--- config.mk ---
export PLATFORM = sky130hd
export DESIGN_NAME = irq_entry_ctrl
export DESIGN_NICKNAME = d
export VERILOG_FILES = /design/src/rtl/irq_entry_pkg.sv /design/src/rtl/irq_take_qual.sv /design/src/rtl/irq_vec_reloc.sv /design/src/rtl/irq_entry_ctrl.sv
export SDC_FILE = /design/constraint.sdc
export NUM_CORES = 1
export LEC_CHECK = 0
export BUFFER_PORTS_ARGS = -buffer_cell sky130_fd_sc_hd__buf_2
export CORE_AREA = 2 2 271 273
export DETAILED_ROUTE_END_ITERATION = 10
export DIE_AREA = 0 0 273 275
export PLACE_DENSITY_LB_ADDON = 0.3
export SETUP_SLACK_MARGIN = 0.3
export SYNTH_ARGS = -nofsm -noshare
export SYNTH_HDL_FRONTEND = slang
export SYNTH_SLANG_ARGS = --single-unit
--- constraint.sdc ---
create_clock -name clk -period 1.2 [get_ports clk]
set_input_delay 0.06 -clock clk [delete_from_list [all_inputs] [get_ports clk]]
set_output_delay 0.06 -clock clk [all_outputs]
set_load 0.005 [all_outputs]
--- src/rtl/irq_entry_pkg.sv ---
package irq_entry_pkg;
    localparam int LVL_W       = 3;
    localparam int IL_W        = 4;
    localparam int PS_EXCM_BIT = 4;
    localparam int PS_UM_BIT   = 5;
    localparam int CAUSE_W     = 6;

    localparam logic [CAUSE_W-1:0] CAUSE_LVL1 = 6'd4;

    localparam logic [31:0] OFS_LVL2     = 32'h0000_0180;
    localparam logic [31:0] OFS_LVL_STEP = 32'h0000_0040;
    localparam logic [31:0] OFS_KERNEL   = 32'h0000_0300;
    localparam logic [31:0] OFS_USER     = 32'h0000_0340;
    localparam logic [31:0] OFS_DOUBLE   = 32'h0000_03C0;

    typedef enum logic [1:0] {
        CLS_NONE   = 2'd0,
        CLS_USER   = 2'd1,
        CLS_KERNEL = 2'd2,
        CLS_DOUBLE = 2'd3
    } exc_cls_e;
endpackage

--- src/rtl/irq_take_qual.sv ---
module irq_take_qual
    import irq_entry_pkg::*;
#(
    parameter int NLEVELS = 6,
    parameter int NSRC    = 16
) (
    input  logic [LVL_W-1:0]        pend_lvl_i,
    input  logic [IL_W-1:0]         cur_lvl_i,
    input  logic [NLEVELS*NSRC-1:0] lvl_mask_i,
    input  logic [NSRC-1:0]         intset_i,
    input  logic [NSRC-1:0]         inten_i,
    output logic                    take_o
);
    logic [NLEVELS:1] lvl_hit;
    logic             sel_hit;
    logic             above_cur;
    logic             in_range;

    // one reduction per configured level
    for (genvar l = 1; l <= NLEVELS; l++) begin : g_lvl
        assign lvl_hit[l] = |(lvl_mask_i[(l-1)*NSRC +: NSRC] & intset_i & inten_i);
    end

    always_comb begin
        sel_hit = 1'b0;
        for (int l = 1; l <= NLEVELS; l++) begin
            if (pend_lvl_i == LVL_W'(l)) begin
                sel_hit = lvl_hit[l];
            end
        end
    end

    assign above_cur = {1'b0, pend_lvl_i} > cur_lvl_i;
    assign in_range  = pend_lvl_i <= LVL_W'(NLEVELS);
    assign take_o    = above_cur && in_range && sel_hit;
endmodule

--- src/rtl/irq_vec_reloc.sv ---
module irq_vec_reloc #(
    parameter int          XLEN       = 32,
    parameter bit          RELOC_EN   = 1'b1,
    parameter logic [31:0] DFLT_VBASE = 32'h4000_0000
) (
    input  logic [XLEN-1:0] ofs_i,
    input  logic [XLEN-1:0] vecbase_i,
    output logic [XLEN-1:0] tgt_o
);
    localparam logic [XLEN-1:0] FIXED_BASE = XLEN'(DFLT_VBASE);

    if (RELOC_EN) begin : g_reloc
        assign tgt_o = ofs_i + vecbase_i;
    end else begin : g_fixed
        logic unused_base;
        assign unused_base = ^vecbase_i;
        assign tgt_o = ofs_i + FIXED_BASE;
    end
endmodule

--- src/rtl/irq_entry_ctrl.sv ---
module irq_entry_ctrl
    import irq_entry_pkg::*;
#(
    parameter int          NLEVELS    = 6,
    parameter int          NSRC       = 16,
    parameter int          XLEN       = 32,
    parameter bit          HAS_DBL_PC = 1'b1,
    parameter bit          RELOC_EN   = 1'b1,
    parameter logic [31:0] DFLT_VBASE = 32'h4000_0000
) (
    input  logic                        clk,
    input  logic                        rst_n,
    input  logic [LVL_W-1:0]            pend_lvl_i,
    input  logic [IL_W-1:0]             cur_lvl_i,
    input  logic [NLEVELS*NSRC-1:0]     lvl_mask_i,
    input  logic [NSRC-1:0]             intset_i,
    input  logic [NSRC-1:0]             inten_i,
    input  logic [XLEN-1:0]             ps_i,
    input  logic [XLEN-1:0]             pc_i,
    input  logic [XLEN-1:0]             vecbase_i,
    output logic [XLEN-1:0]             pc_o,
    output logic [XLEN-1:0]             ps_o,
    output logic [NLEVELS*XLEN-1:0]     epc_o,
    output logic [(NLEVELS-1)*XLEN-1:0] eps_o,
    output logic [XLEN-1:0]             depc_o,
    output logic [CAUSE_W-1:0]          cause_o,
    output logic [1:0]                  exc_cls_o,
    output logic                        taken_o
);
    localparam int NEPS = NLEVELS - 1;

    typedef struct packed {
        logic [XLEN-1:0]               pc;
        logic [XLEN-1:0]               ps;
        logic [NLEVELS-1:0][XLEN-1:0]  epc;
        logic [NEPS-1:0][XLEN-1:0]     eps;
        logic [XLEN-1:0]               depc;
        logic [CAUSE_W-1:0]            cause;
        exc_cls_e                      cls;
        logic                          taken;
    } entry_st_t;

    entry_st_t       st_d, st_q;
    logic            take;
    logic            high_lvl;
    logic            cur_excm;
    logic            cur_um;
    logic [XLEN-1:0] ofs_sel;
    logic [XLEN-1:0] tgt_pc;

    irq_take_qual #(
        .NLEVELS (NLEVELS),
        .NSRC    (NSRC)
    ) u_qual (
        .pend_lvl_i (pend_lvl_i),
        .cur_lvl_i  (cur_lvl_i),
        .lvl_mask_i (lvl_mask_i),
        .intset_i   (intset_i),
        .inten_i    (inten_i),
        .take_o     (take)
    );

    assign high_lvl = pend_lvl_i > LVL_W'(1);
    assign cur_excm = ps_i[PS_EXCM_BIT];
    assign cur_um   = ps_i[PS_UM_BIT];

    // vector offset selection, before relocation
    always_comb begin
        if (high_lvl) begin
            ofs_sel = XLEN'(OFS_LVL2)
                    + (XLEN'(pend_lvl_i) - XLEN'(2)) * XLEN'(OFS_LVL_STEP);
        end else if (cur_excm) begin
            ofs_sel = XLEN'(OFS_DOUBLE);
        end else if (cur_um) begin
            ofs_sel = XLEN'(OFS_USER);
        end else begin
            ofs_sel = XLEN'(OFS_KERNEL);
        end
    end

    irq_vec_reloc #(
        .XLEN       (XLEN),
        .RELOC_EN   (RELOC_EN),
        .DFLT_VBASE (DFLT_VBASE)
    ) u_reloc (
        .ofs_i     (ofs_sel),
        .vecbase_i (vecbase_i),
        .tgt_o     (tgt_pc)
    );

    always_comb begin
        logic [XLEN-1:0] ps_nx;
        st_d       = st_q;
        st_d.taken = 1'b0;
        ps_nx      = ps_i;
        if (take) begin
            st_d.taken = 1'b1;
            st_d.pc    = tgt_pc;
            if (high_lvl) begin
                for (int l = 2; l <= NLEVELS; l++) begin
                    if (pend_lvl_i == LVL_W'(l)) begin
                        st_d.epc[l-1] = pc_i;
                        st_d.eps[l-2] = ps_i;
                    end
                end
                ps_nx[IL_W-1:0]      = IL_W'(pend_lvl_i);
                ps_nx[PS_EXCM_BIT]   = 1'b1;
                st_d.cls             = CLS_NONE;
            end else begin
                st_d.cause           = CAUSE_LVL1;
                ps_nx[PS_EXCM_BIT]   = 1'b1;
                if (cur_excm) begin
                    st_d.cls = CLS_DOUBLE;
                    if (HAS_DBL_PC) begin
                        st_d.depc = pc_i;
                    end else begin
                        st_d.epc[0] = pc_i;
                    end
                end else begin
                    st_d.epc[0] = pc_i;
                    st_d.cls    = cur_um ? CLS_USER : CLS_KERNEL;
                end
            end
            st_d.ps = ps_nx;
        end
    end

    always_ff @(posedge clk or negedge rst_n) begin
        if (!rst_n) begin
            st_q <= '0;
        end else begin
            st_q <= st_d;
        end
    end

    assign pc_o      = st_q.pc;
    assign ps_o      = st_q.ps;
    assign epc_o     = st_q.epc;
    assign eps_o     = st_q.eps;
    assign depc_o    = st_q.depc;
    assign cause_o   = st_q.cause;
    assign exc_cls_o = st_q.cls;
    assign taken_o   = st_q.taken;
endmodule

* Yosys cells after proc, flatten, opt, wreduce, memory -nomap -nowiden
Index checks and enable logic that the tools add are counted.
** Word-level totals
- Register bits after elaboration :: 452
- Bits in latches :: 0
- Memory bits (writable) :: 0
- ROM bits :: 0
- Bits of input ports :: 233
- Word-level logic and storage cells :: 73
- Memories :: 0
** Cells by class
- $add $sub $neg :: 3
- $mul :: 0
- Divide/modulo/power cells :: 0
- $lt $le $gt $ge :: 3
- Equal/unequal tests :: 6
- Shift-type cells :: 0
- Mux-type cells :: 14
- Bitwise logic cells :: 14
- Reductions and logical operators :: 16
** Operators with widths (count)
- $and 16x16->16 :: 12
- $reduce_or 16->1 :: 6
- $add 32x32->32 :: 1
- $mux 32 :: 1
- $reduce_and 3->1 :: 7
- $add 10x10->11 const A :: 1
- $eq 3x3->1 const B :: 3
- $mux 8 :: 1
- $mux 1 :: 7
- $mux 7 :: 1
- $eq 3x2->1 const B :: 2
- $mux 2 :: 3
- $gt 3x4->1 :: 1
- $mux 4 :: 1
- $sub 3x2->4 const B :: 1
- $eq 3x1->1 const B :: 1
- $gt 3x1->1 const B :: 1
- $le 3x3->1 const B :: 1
- $logic_and 1x1->1 :: 2
- $not 1->1 :: 2
- $reduce_and 2->1 :: 1

* Depth between registers and ports, before layout
Gate-level depths: netlist of the first run.
- Word-level depth :: 11
- Mapped depth :: 14

* Modules after synthesis
Synthesis of the first run repeated with hierarchy kept, for this count alone.
** Second synthesis, totals
- Cells, all modules :: 1369
- Area, all modules :: 20353.3 um^2
** Modules (own cells, without submodules)
- irq_entry_ctrl :: instances 1, cells an instance 990, area each 17753.3 um^2, sequential area each 11310.8 um^2
- irq_vec_reloc :: instances 1, cells an instance 236, area each 1725.4 um^2, sequential area each 0.0 um^2
- irq_take_qual :: instances 1, cells an instance 143, area each 874.6 um^2, sequential area each 0.0 um^2

* Worst setup path before layout of the first run
OpenSTA, ideal clock, no wires.
- Kind :: input-to-reg
- Start :: in pend_lvl_i[1]
- End :: reg st_q (netlist bit pc_o[29])
- Library setup time :: 0.125 ns
- Data arrival time :: 3.023 ns
- Data required time :: 1.075 ns
- Setup slack :: -1.949 ns
- Cell stages on the path :: 14
- Path through :: buf_2 > inv_1 > ha_1 > nor2b_1 > a21oi_1 > nand2_1 > ha_1 > o21a_1 > a21oi_1 > o211a_1 > a311oi_1 > nand4_1 > xnor2_1 > mux2_4
** On the way
- Longest elaborated chain between the ends :: 8
- Elaborated cells between the ends (all ways) :: 21
- Classes of those cells :: add/sub: 3; order compare: 3; eq/ne: 6; mux: 7; reduce/logical: 2
** Ends and longest elaborated chain
- start: declaration :: RTL line irq_entry_ctrl.sv:13 : input logic [LVL_W-1:0] pend_lvl_i,
- branches (longest 8 deep; another with $add 32x32->32)
- end signal: assignment :: RTL line irq_entry_ctrl.sv:132 : st_q <= st_d;
- end: declaration :: RTL line irq_entry_ctrl.sv:43 : entry_st_t st_d, st_q;
Parallel ways; which one is timed is not known.
A chain may end at the register's enable or synchronous reset.

* Worst setup path in the final report of the first run
- Start :: in intset_i[4]
- End :: reg st_q (netlist bit epc_o[69])
** On the way
- Longest elaborated chain between the ends :: 11
- Elaborated cells between the ends (all ways) :: 26
- Classes of those cells :: mux: 6; bitwise: 12; reduce/logical: 8
** Ends and longest elaborated chain
- start: declaration :: RTL line irq_entry_ctrl.sv:16 : input logic [NSRC-1:0] intset_i,
- $and 16x16->16 (2 in a row) :: RTL line irq_take_qual.sv:21 : assign lvl_hit[l] = |(lvl_mask_i[(l-1)*NSRC +: NSRC] & intset_i & inten_i);
- $reduce_or 16->1 :: RTL line irq_take_qual.sv:21
- $mux 1 (5 in a row) :: RTL line irq_take_qual.sv:27 : if (pend_lvl_i == LVL_W'(l)) begin
- $mux 1 * :: RTL line irq_take_qual.sv:27
- $logic_and 1x1->1 * :: RTL line irq_take_qual.sv:35 : assign take_o = above_cur && in_range && sel_hit;
- $reduce_and 3->1 (no line) *
Mark *: on every way between the ends. The rest lies on a longest branch, timed or not.

==> impl_metrics.yaml, run 1 <==
sta:
  hold_slack_ns: -0.117
  fin_ws_ns: -0.867
  finalHoldViolCount: 15
  grt_setup_unrepaired: "yes"
  period_minus_slack_ns: 2.07
  slew_violations: 0
  max_freq_mhz: 484
  fin_worst_skew_ns: 0
  setup_violations: 463
  period_share: 1.72
  tns_ns: -349.83
power:
  swShare: 0.272
  ir_worst_vdd_v: 0.00111
  p_int_w: 0.0377
  cellPowerDensity_nw_per_um2: 1660
  power.switching_w: 0.0141
  power_frac_clock: 0.327
  power_frac_comb: 0.264
  seqPwrFrac: 0.409
  power_leakage_nw: 16.6
floorplanning:
  rows: 99
  initial_core_util: 0.258
  core_area_um2: 72300
  ioPinCount: 690
  die_y_um: 275
  die_width_um: 273
  dieArea_um2: 75100
status:
  violations: "negative hold slack, negative setup slack"
  status: "complete, but fails checks"
global_route:
  use_met1: 0.258
  grt_max_degree: 67
  grt_util_met3: 0.0533
  antenna_found_initial: 4
  use_met2: 0.319
  overflow: 0
  grt_first_pass_wirelength_um: 109000
  grt.busiest_layer: "met2"
  grtUsageTotal: 0.196
  grt_pass1_vias: 15700
worst_hold_path:
  hp-class: "in -> reg"
logic_synthesis:
  synth_flop_cell: "dfrtp_1"
  yosysSeqAreaShare: 0.607
  async_flop_share: 1.00
  avgSynthCellArea_um2: 15.1
  syn_area_um2: 18600
  synth_seq_cells: 452
  synth-edff-count: 0
  synthDistinctLibCells: 54
  netlist_instances: 1236
  ys_warn_count: 0
critical_path:
  crit_type: "in -> reg"
  cp.required_ns: 1.66
  endpoint_kind: "flop"
  arrival_ns: 2.53
  cp-start-kind: "input port"
  path_max_fanout: 8
route:
  wire_per_inst_um: 23.6
  drc_errors: 0
  drt_iter0_drc: 730
  ant_nets: 0
  wl_um: 77400
  num_vias: 14900
  firstDrtPassIters: 5
  viasPerCell: 4.53
cts:
  cts_tree: "yes"
  cts.path.max_buffers: 3
  cts.clk_slew.worst_paths_ns: 0.06
  cts_root_buffer: "clkbuf_16"
  htree_levels: 2
  cts_buffers: 50
  insertion_delay_ns: 0.57
  cts_sinks: 452
placed_design:
  portBuffers: 684
  place_ws_ns: -1.56
  dpl.cell_count: 3006
  dp_hpwl_um: 51500
  globalplace.congestion: 1.03
cells_and_area:
  final_nets: 2525
  syn_to_final_growth_pct: 67.8
  layoutNonFillerInstCount: 3276
  drive_gt1_frac: 0.670
run:
  max_cap_violations: 0
-- placed cells by master (no fill, tap or decap), drive strengths merged, types with 2 or more instances in the layout --
master	count
a311oi	2
nor4	5
a31o	2
nor3b	2
clkinv	12
dlygate4sd3	91
conb	10
diode	2
nand3	110
o211ai	3
nor2b	2
a21oi	14
o21ai	2
o21a	2
and2	2
bufinv	9
nor2	10
xnor2	14
inv	9
xor2	11
dfrtp	452
a21o	6
and4	4
clkinvlp	3
nand2b	3
mux2	450
clkbuf	76
nor3	3
ha	16
o2111ai	2
nand4	26
nand2	18
a211oi	2
buf	929
-- per-stage QoR --
step	utilization	hold slack (ns)	area (um^2)	total power, W
6_report	0.432	-0.117	31300	0.0519
5_1_grt	0.432	-0.159	31300	0.0544
4_1_cts	0.423	-0.146	30600	0.0521
3_5_place_dp	0.357	-0.00892	25800	0.0337
3_3_place_gp	0.357	-0.00969	25800	0.0335
2_1_floorplan	-	-0.236	20000	0.0266
-- worst paths after layout --
kind / start / to / slack (ns) / cells after the start
setup / recovery: intset_i[4] / epc_o[69] / -0.87 / 13
setup reg to reg: eps_o[37] / eps_o[37] / 0.31 / 2
min in group asynchronous: rst_n / epc_o[92] / -0.02 / 2
hold / removal: vecbase_i[6] / pc_o[6] / -0.12 / 3
max in group asynchronous: rst_n / epc_o[113] / 0.52 / 3
hold reg to reg: cause_o[2] / cause_o[2] / 0.47 / 1
-- layer usage --
layer | wire [um] | share of wire | up-vias
li1 | - | - | 6590
met2 | 36600 | 0.47 | 521
met3 | 5750 | 0.074 | 110
met5 | 0 | 0 | -
met4 | 1810 | 0.023 | 0
met1 | 33200 | 0.43 | 7630
-- layout make-up --
type                       instances  area [um^2]
antenna                            2         5.00
clock buffer                      67         1450
clock inverter                    25          390
fill                            6650        41100
inverter                           8         52.6
multi-input combinational        734         8850
sequential                       452        11300
tap                              959         1200
timing repair buffer            1029         8030
-- repair_timing --
| action | 4_1_cts | 5_1_grt |
|---|---|---|
| pin swaps | 35 | 31 |
| gates resized for setup | 255 | 89 |
| cloned | 25 | 8 |
| setup endpoints to repair | 904 | 904 |
| setup buffers | 37 | 15 |
| endpoints found under the hold margin | 890 | 17 |
| hold buffers | 89 | 2 |
-- worst max-delay path, cell delays in order --
cell,delay (ns)
buf_4,0.13
buf_12,0.13
nand3_1,0.09
nand4_1,0.34
nor4_4,0.32
buf_4,0.16
nand4_1,0.12
o2111a_2,0.22
buf_12,0.15
nand3_4,0.16
buf_12,0.19
buf_12,0.14
mux2_4,0.30
-- kinds of logic after synthesis --
kind of cell	share of synthesized area
other	0.000201
buffers and inverters	0.0203
XOR/XNOR	0.0117
flip-flops	0.607
adder cells (fa/ha/maj)	0.0118
AND/OR/NAND/NOR	0.0545
AO/OA/AOI/OAI	0.0197
multiplexers	0.275
-- registers in the layout, summed over array words and instances, names as in the netlist --
| register | cells |
|---|---|
| ps_o | 32 |
| epc_o | 192 |
| pc_o | 32 |
| exc_cls_o | 2 |
| cause_o | 1 |
| depc_o | 32 |
| eps_o | 160 |
| taken_o | 1 |
-- cells in the mapped netlist, types with 2 or more instances --
cell / count / area share
o21a_1: 2 / 0.00080
nand4_2: 2 / 0.0013
xor2_1: 11 / 0.0052
mux2_1: 77 / 0.046
xnor2_1: 14 / 0.0066
inv_2: 2 / 0.00040
and2_1: 2 / 0.00067
dfrtp_1: 452 / 0.61
nor2b_1: 2 / 0.00067
nand4_1: 24 / 0.0081
nand3_1: 109 / 0.029
mux2_4: 17 / 0.014
nor3_1: 2 / 0.00054
inv_1: 6 / 0.0012
nor4_1: 5 / 0.0017
o211ai_1: 3 / 0.0012
mux2_2: 356 / 0.21
a21o_1: 6 / 0.0024
o21ai_0: 2 / 0.00054
ha_1: 16 / 0.011
nor3b_1: 2 / 0.00080
buf_4: 23 / 0.0093
nand2_1: 18 / 0.0036
buf_2: 21 / 0.0056
and4_1: 4 / 0.0019
o2111ai_4: 2 / 0.0028
nand2b_1: 3 / 0.0010
nor2_1: 10 / 0.0020
buf_6: 6 / 0.0036
a21oi_1: 13 / 0.0035
-- power by group through the flow --
stage	clock network [W]	logic, W	registers [W]
floorplan	0	0.00515	0.0214
global placement	0	0.0123	0.0212
detailed placement	0	0.0124	0.0213
CTS	0.0174	0.0135	0.0212
global route	0.0181	0.0147	0.0216
finish	0.0170	0.0137	0.0212
(Power assumes the default switching activity.)
==> run 2: changes to the inputs <==
--- a/config.mk
+++ b/config.mk
@@ -6,10 +6,12 @@
 export NUM_CORES = 1
 export LEC_CHECK = 0
+export ABC_AREA = 1
 export BUFFER_PORTS_ARGS = -buffer_cell sky130_fd_sc_hd__buf_2
-export CORE_AREA = 2 2 271 273
+export CORE_AREA = 2 2 270 272
 export DETAILED_ROUTE_END_ITERATION = 10
-export DIE_AREA = 0 0 273 275
+export DIE_AREA = 0 0 272 274
 export PLACE_DENSITY_LB_ADDON = 0.3
 export SETUP_SLACK_MARGIN = 0.3
+export SLEW_MARGIN = 20
 export SYNTH_ARGS = -nofsm -noshare
 export SYNTH_HDL_FRONTEND = slang
==> constraint.sdc (replaced) <==
create_clock -name clk -period 1.2 [get_ports clk]
set_input_delay 0.06 -clock clk [delete_from_list [all_inputs] [get_ports clk]]
set_output_delay 0.06 -clock clk [all_outputs]
set_load 0.01 [all_outputs]
==> run 2 against run 1 <==
The flow still finishes with violations (negative hold slack, negative setup slack). Area after synthesis is 7.2% higher. Power is 3.9% higher. Sequential power is essentially flat. Via count rose by 51%. Sequential share of layout area shrank 3.4 points. Largest cell class unchanged. Critical path type unchanged. Critical path depth up 5. Highest routed layer unchanged.
==> impl_metrics.yaml, run 2 <==
cts:
  holdBufCountCts: 90
  cts.path.max_buffers: 3
  cts.clk_slew.worst_paths_ns: 0.06
  cts_sinks: 452
  htree_levels: 2
  insertion_delay_ns: 0.57
  cts_buffers: 51
  cts_tree: "yes"
  cts_root_buffer: "clkbuf_16"
status:
  status: "complete, but fails checks"
  violations: "negative hold slack, negative setup slack"
cells_and_area:
  layout_common_cells: "724 x nand2_1, 677 x buf_2, 452 x dfrtp_1"
  final_common_cell: "nand2_1"
  final_nets: 3602
  syn_to_final_growth_pct: 72.8
  largest_reg_flops: 192
  drive_gt1_frac: 0.459
global_route:
  grt_pass1_vias: 21400
  overflow: 0
  grtUsageTotal: 0.257
  antenna_found_initial: 10
  grt_first_pass_wirelength_um: 144000
  grt_max_degree: 109
logic_synthesis:
  async_flop_share: 1.00
  synth_area_leaders: "dfrtp_1 57%, nand2_1 20%, nand4_1 10%"
  synth_seq_cells: 452
  synth.most_common_cell: "nand2_1"
  synth_flop_cell: "dfrtp_1"
  yosysSeqAreaShare: 0.566
  netlist_instances: 2330
  ys_warn_count: 0
  syn_area_um2: 20000
  synthDistinctLibCells: 36
  synth-edff-count: 0
  avgSynthCellArea_um2: 8.58
  synth_top_area_frac: 0.566
  synth.largest_area_cell: "dfrtp_1"
  ys_top_cells_by_count: "1042 x nand2_1, 452 x dfrtp_1, 329 x nand4_1"
sta:
  maxSlewHeadroom: 0.495
  grt_setup_unrepaired: "yes"
  worst_pin_slew_ns: 0.758
  fin_worst_skew_ns: 0
  setup_violations: 739
  max_freq_mhz: 564
  fin_ws_ns: -0.574
  tns_ns: -206.45
  period_minus_slack_ns: 1.77
  hold_slack_ns: -0.124
  slew_violations: 0
  finalHoldViolCount: 21
  period_share: 1.48
floorplanning:
  rows: 99
  initial_core_util: 0.278
  core_area_um2: 72000
  die_y_um: 274
  ioPinCount: 690
  die_width_um: 272
  dieArea_um2: 74500
placed_design:
  dp_hpwl_um: 60800
  portBuffers: 684
  globalplace.congestion: 0.837
route:
  num_vias: 22500
  drt_iter0_drc: 2377
  top_layer: "met4"
  wl_met3_um: 8300
  ant_nets: 0
  viasPerCell: 5.16
  firstDrtPassIters: 5
  drc_errors: 0
  wire_per_inst_um: 24.2
  wl_um: 105000
  wl_met1_um: 41100
  wl_met2_um: 50700
run:
  max_cap_violations: 0
critical_path:
  path_max_fanout: 5
  arrival_ns: 2.27
  crit_type: "in -> reg"
  cp-start-kind: "input port"
  endpoint_kind: "flop"
  cp.required_ns: 1.70
power:
  power_leakage_nw: 18.4
  cellPowerDensity_nw_per_um2: 1560
  ir_worst_vdd_v: 0.00101
worst_hold_path:
  hp-class: "in -> reg"
-- run 2: per-stage QoR --
step | setup WS (ns) | util | total power (W) | cell area, um^2 | cells
2_1_floorplan | -1.37 | - | 0.0265 | 20500 | 2339
3_3_place_gp | -1.31 | 0.359 | 0.0336 | 25900 | 3972
3_5_place_dp | -1.35 | 0.359 | 0.0337 | 25900 | 3972
4_1_cts | -0.460 | 0.446 | 0.0523 | 32100 | 4283
5_1_grt | -0.724 | 0.480 | 0.0562 | 34600 | 4353
6_report | -0.574 | 0.480 | 0.0539 | 34600 | 4355
-- run 2: path summary, 6_finish.rpt --
path	from	end	slack (ns)	depth (start not counted)
worst max register to register	ps_o[4]	ps_o[4]	0.47	1
min in group asynchronous	rst_n	depc_o[11]	-0.11	2
worst max-delay path	pend_lvl_i[1]	pc_o[18]	-0.57	18
max in group asynchronous	rst_n	pc_o[25]	0.55	4
worst min-delay path	vecbase_i[6]	pc_o[6]	-0.12	4
worst min register to register	cause_o[2]	cause_o[2]	0.46	2
-- run 2: cell families after synthesis --
family,Yosys count,synth area share
XOR/XNOR,23,0.0101
adder cells (fa/ha/maj),17,0.0110
AND/OR/NAND/NOR,1534,0.342
buffers and inverters,233,0.0502
flip-flops,452,0.566
other,1,0.000188
AO/OA/AOI/OAI,70,0.0205
-- run 2: layout make-up --
type,count,area [um^2]
fillers,6688,37400
flip-flops and latches,452,11300
repair buffers,1135,10500
multi-input cells,1654,9520
clock buffers,68,1410
well taps,959,1200
clock inverters,23,340
inverters,58,294
diodes,6,15.0
-- run 2: repair_timing --
action / CTS / global route
gates resized for setup: 327 / 388
setup buffers: 67 / 30
gates cloned: 63 / 36
setup endpoints to repair: 904 / 904
pin swaps: 73 / 111
hold endpoints to repair: 894 / 20
-- run 2: power breakdown --
part / total [W] / internal (W) / switching [W] / leakage (nW)
Combinational: 0.0157 / 0.00695 / 0.00880 / 11.6
Sequential: 0.0214 / 0.0187 / 0.00263 / 5.97
Clock: 0.0168 / 0.00979 / 0.00697 / 0.852
Total: 0.0539 / 0.0355 / 0.0184 / 18.4
-- run 2: layer usage --
metal | GRT usage | vias up
met3 | 0.0466 | 256
met1 | 0.329 | 11000
met5 | 0 | -
li1 | - | 9891
met4 | 0.0985 | 0
met2 | 0.433 | 1297
-- run 2: worst max-delay path: stages --
cell	delay, ns
buf_12	0.11
nor3_4	0.19
inv_2	0.07
nand2_4	0.08
buf_6	0.12
clkinv_8	0.06
nor2_4	0.13
a21oi_4	0.05
fa_2	0.40
a21oi_2	0.16
o21ai_2	0.09
nand3_2	0.10
nor2_4	0.07
a21oi_4	0.15
nor2_2	0.06
buf_4	0.14
xnor2_2	0.11
o21ai_1	0.11
==> run 3: changes to the inputs <==
Settings changed: SKIP_LAST_GASP from default to 1.
==> run 3 against run 2 <==
The flow still finishes with violations (negative hold slack, negative setup slack). Power is 0.29% lower. Fmax shrank 0.82%. Clock-buffer cell count is the same. Core utilization about the same. Sequential power is essentially flat. Clock skew is the same. Register-to-register slack is essentially flat. Via count fell by 0.27%. Cell count is essentially flat. Flip-flop and latch count unchanged. Critical endpoint unchanged. Largest cell class unchanged.
==> impl_metrics.yaml, run 3 (synthesis gave the netlist of run 2 again) <==
sta:
  finalHoldViolCount: 20
  fin_worst_skew_ns: 0
  grt_setup_unrepaired: "yes"
  max_freq_mhz: 559
  period_share: 1.49
  fin_ws_ns: -0.589
  setup_violations: 710
  maxSlewHeadroom: 0.495
  hold_slack_ns: -0.126
  period_minus_slack_ns: 1.79
  worst_pin_slew_ns: 0.757
  slew_violations: 0
global_route:
  overflow: 0
  antenna_found_initial: 10
  grt_first_pass_wirelength_um: 144000
  grt_max_degree: 109
  grt_pass1_vias: 21400
  grtUsageTotal: 0.257
floorplanning:
  rows: 99
  dieArea_um2: 74500
  core_area_um2: 72000
  initial_core_util: 0.278
  ioPinCount: 690
  die_width_um: 272
  die_y_um: 274
status:
  violations: "negative hold slack, negative setup slack"
  status: "complete, but fails checks"
route:
  firstDrtPassIters: 6
  viasPerCell: 5.15
  ant_nets: 0
  drc_errors: 0
  wire_per_inst_um: 24.2
  wl_um: 105000
  num_vias: 22400
  drt_iter0_drc: 2159
placed_design:
  globalplace.congestion: 0.837
  dp_hpwl_um: 60800
  portBuffers: 684
cells_and_area:
  fillerInstances: 6682
  largest_reg_flops: 192
  final_nets: 3597
  syn_to_final_growth_pct: 72.7
  layout_common_cells: "720 x nand2_1, 677 x buf_2, 452 x dfrtp_1"
  drive_gt1_frac: 0.459
  fin_util: 0.480
  final_common_cell: "nand2_1"
cts:
  cts_sinks: 452
  cts_tree: "yes"
  cts_root_buffer: "clkbuf_16"
  htree_levels: 2
  cts.clk_slew.worst_paths_ns: 0.06
  cts_buffers: 51
  cts.path.max_buffers: 3
  holdBufCountCts: 90
  insertion_delay_ns: 0.57
critical_path:
  reg2reg_slack_ns: 0.47
  endpoint: "pc_o[18]"
  cp-start-kind: "input port"
  arrival_ns: 2.29
  startpoint: "pend_lvl_i[1]"
  rr_startpoint: "ps_o[4]"
  crit_type: "in -> reg"
  reg2regPathDepth: 1
  r2r-end: "ps_o[4]"
  path_max_fanout: 5
  cp.required_ns: 1.70
  endpoint_kind: "flop"
power:
  cellPowerDensity_nw_per_um2: 1550
  ir_worst_vdd_v: 0.000997
  power_leakage_nw: 18.4
worst_hold_path:
  holdPathStages: 4
  hp-class: "in -> reg"
  min-delay-start: "vecbase_i[6]"
run:
  max_cap_violations: 0
run 3: cell types whose count changed in the layout (fill, tap and decap cells not counted), moves of 4 or more:
| cell | change |
|---|---|
| nand2_1 | -4 |
| nand2_4 | +7 |
| buf_12 | -5 |
| buf_6 | +7 |
| buf_4 | -7 |
run 3: worst min path at each step:
stage               slack (ns)    endpoint
floorplan                -0.24  cause_o[2]
global placement         -0.08  depc_o[11]
detailed placement       -0.08  depc_o[11]
CTS                      -0.19     pc_o[6]
global route             -0.14     pc_o[6]
finish                   -0.13     pc_o[6]
run 3: repair_timing:
item / in CTS / in global routing
setup buffers: 67 / 24
gates cloned: 63 / 37
setup endpoints to repair: 904 / 904
pin swaps: 66 / 130
resized for setup: 312 / 409
hold endpoints to repair: 894 / 19
run 3: cell type report:
class	count	area [um^2]	area share
clock buffers	68	1410	0.0408
clock inverters	23	340	0.00985
diodes	9	22.5	0.000652
well taps	959	1200	0.0347
multi-input cells	1654	9560	0.277
flip-flops and latches	452	11300	0.327
inverters	58	280	0.00811
repair buffers	1130	10400	0.302
run 3: critical path: stages:
cell and delay, ns:
buf_12 0.11, nor3_4 0.20, inv_2 0.07, nand2_4 0.09
buf_6 0.12, clkinv_8 0.06, nor2_4 0.13, a21oi_4 0.05
fa_2 0.40, a21oi_2 0.16, o21ai_2 0.09, nand3_2 0.10
nor2_4 0.07, a21oi_4 0.15, nor2_2 0.06, buf_4 0.14
xnor2_2 0.11, o21ai_1 0.11
run 3: power breakdown:
group / internal (W) / total [W] / leakage (nW) / switching [W]
sequential: 0.0187 / 0.0213 / 5.97 / 0.00259
clock: 0.00979 / 0.0167 / 0.852 / 0.00692
combinational: 0.00690 / 0.0157 / 11.6 / 0.00878
run 3: metrics by stage:
step	total power [W]	setup slack, ns	std cells	instance area (um^2)	setup TNS (ns)
after floorplan	0.0265	-1.37	2339	20500	-182.09
after global placement	0.0336	-1.31	3972	25900	-459.78
after detailed placement	0.0337	-1.35	3972	25900	-479.60
after CTS	0.0522	-0.460	4283	32100	-176.64
after global routing	0.0561	-0.755	4348	34500	-238.04
final	0.0537	-0.589	4353	34500	-200.85
run 3: routing by layer:
layer  global-route usage  share of wire
met1                0.329           0.39
met5                    0              0
met4               0.0986          0.050
met2                0.433           0.48
met3               0.0472          0.075
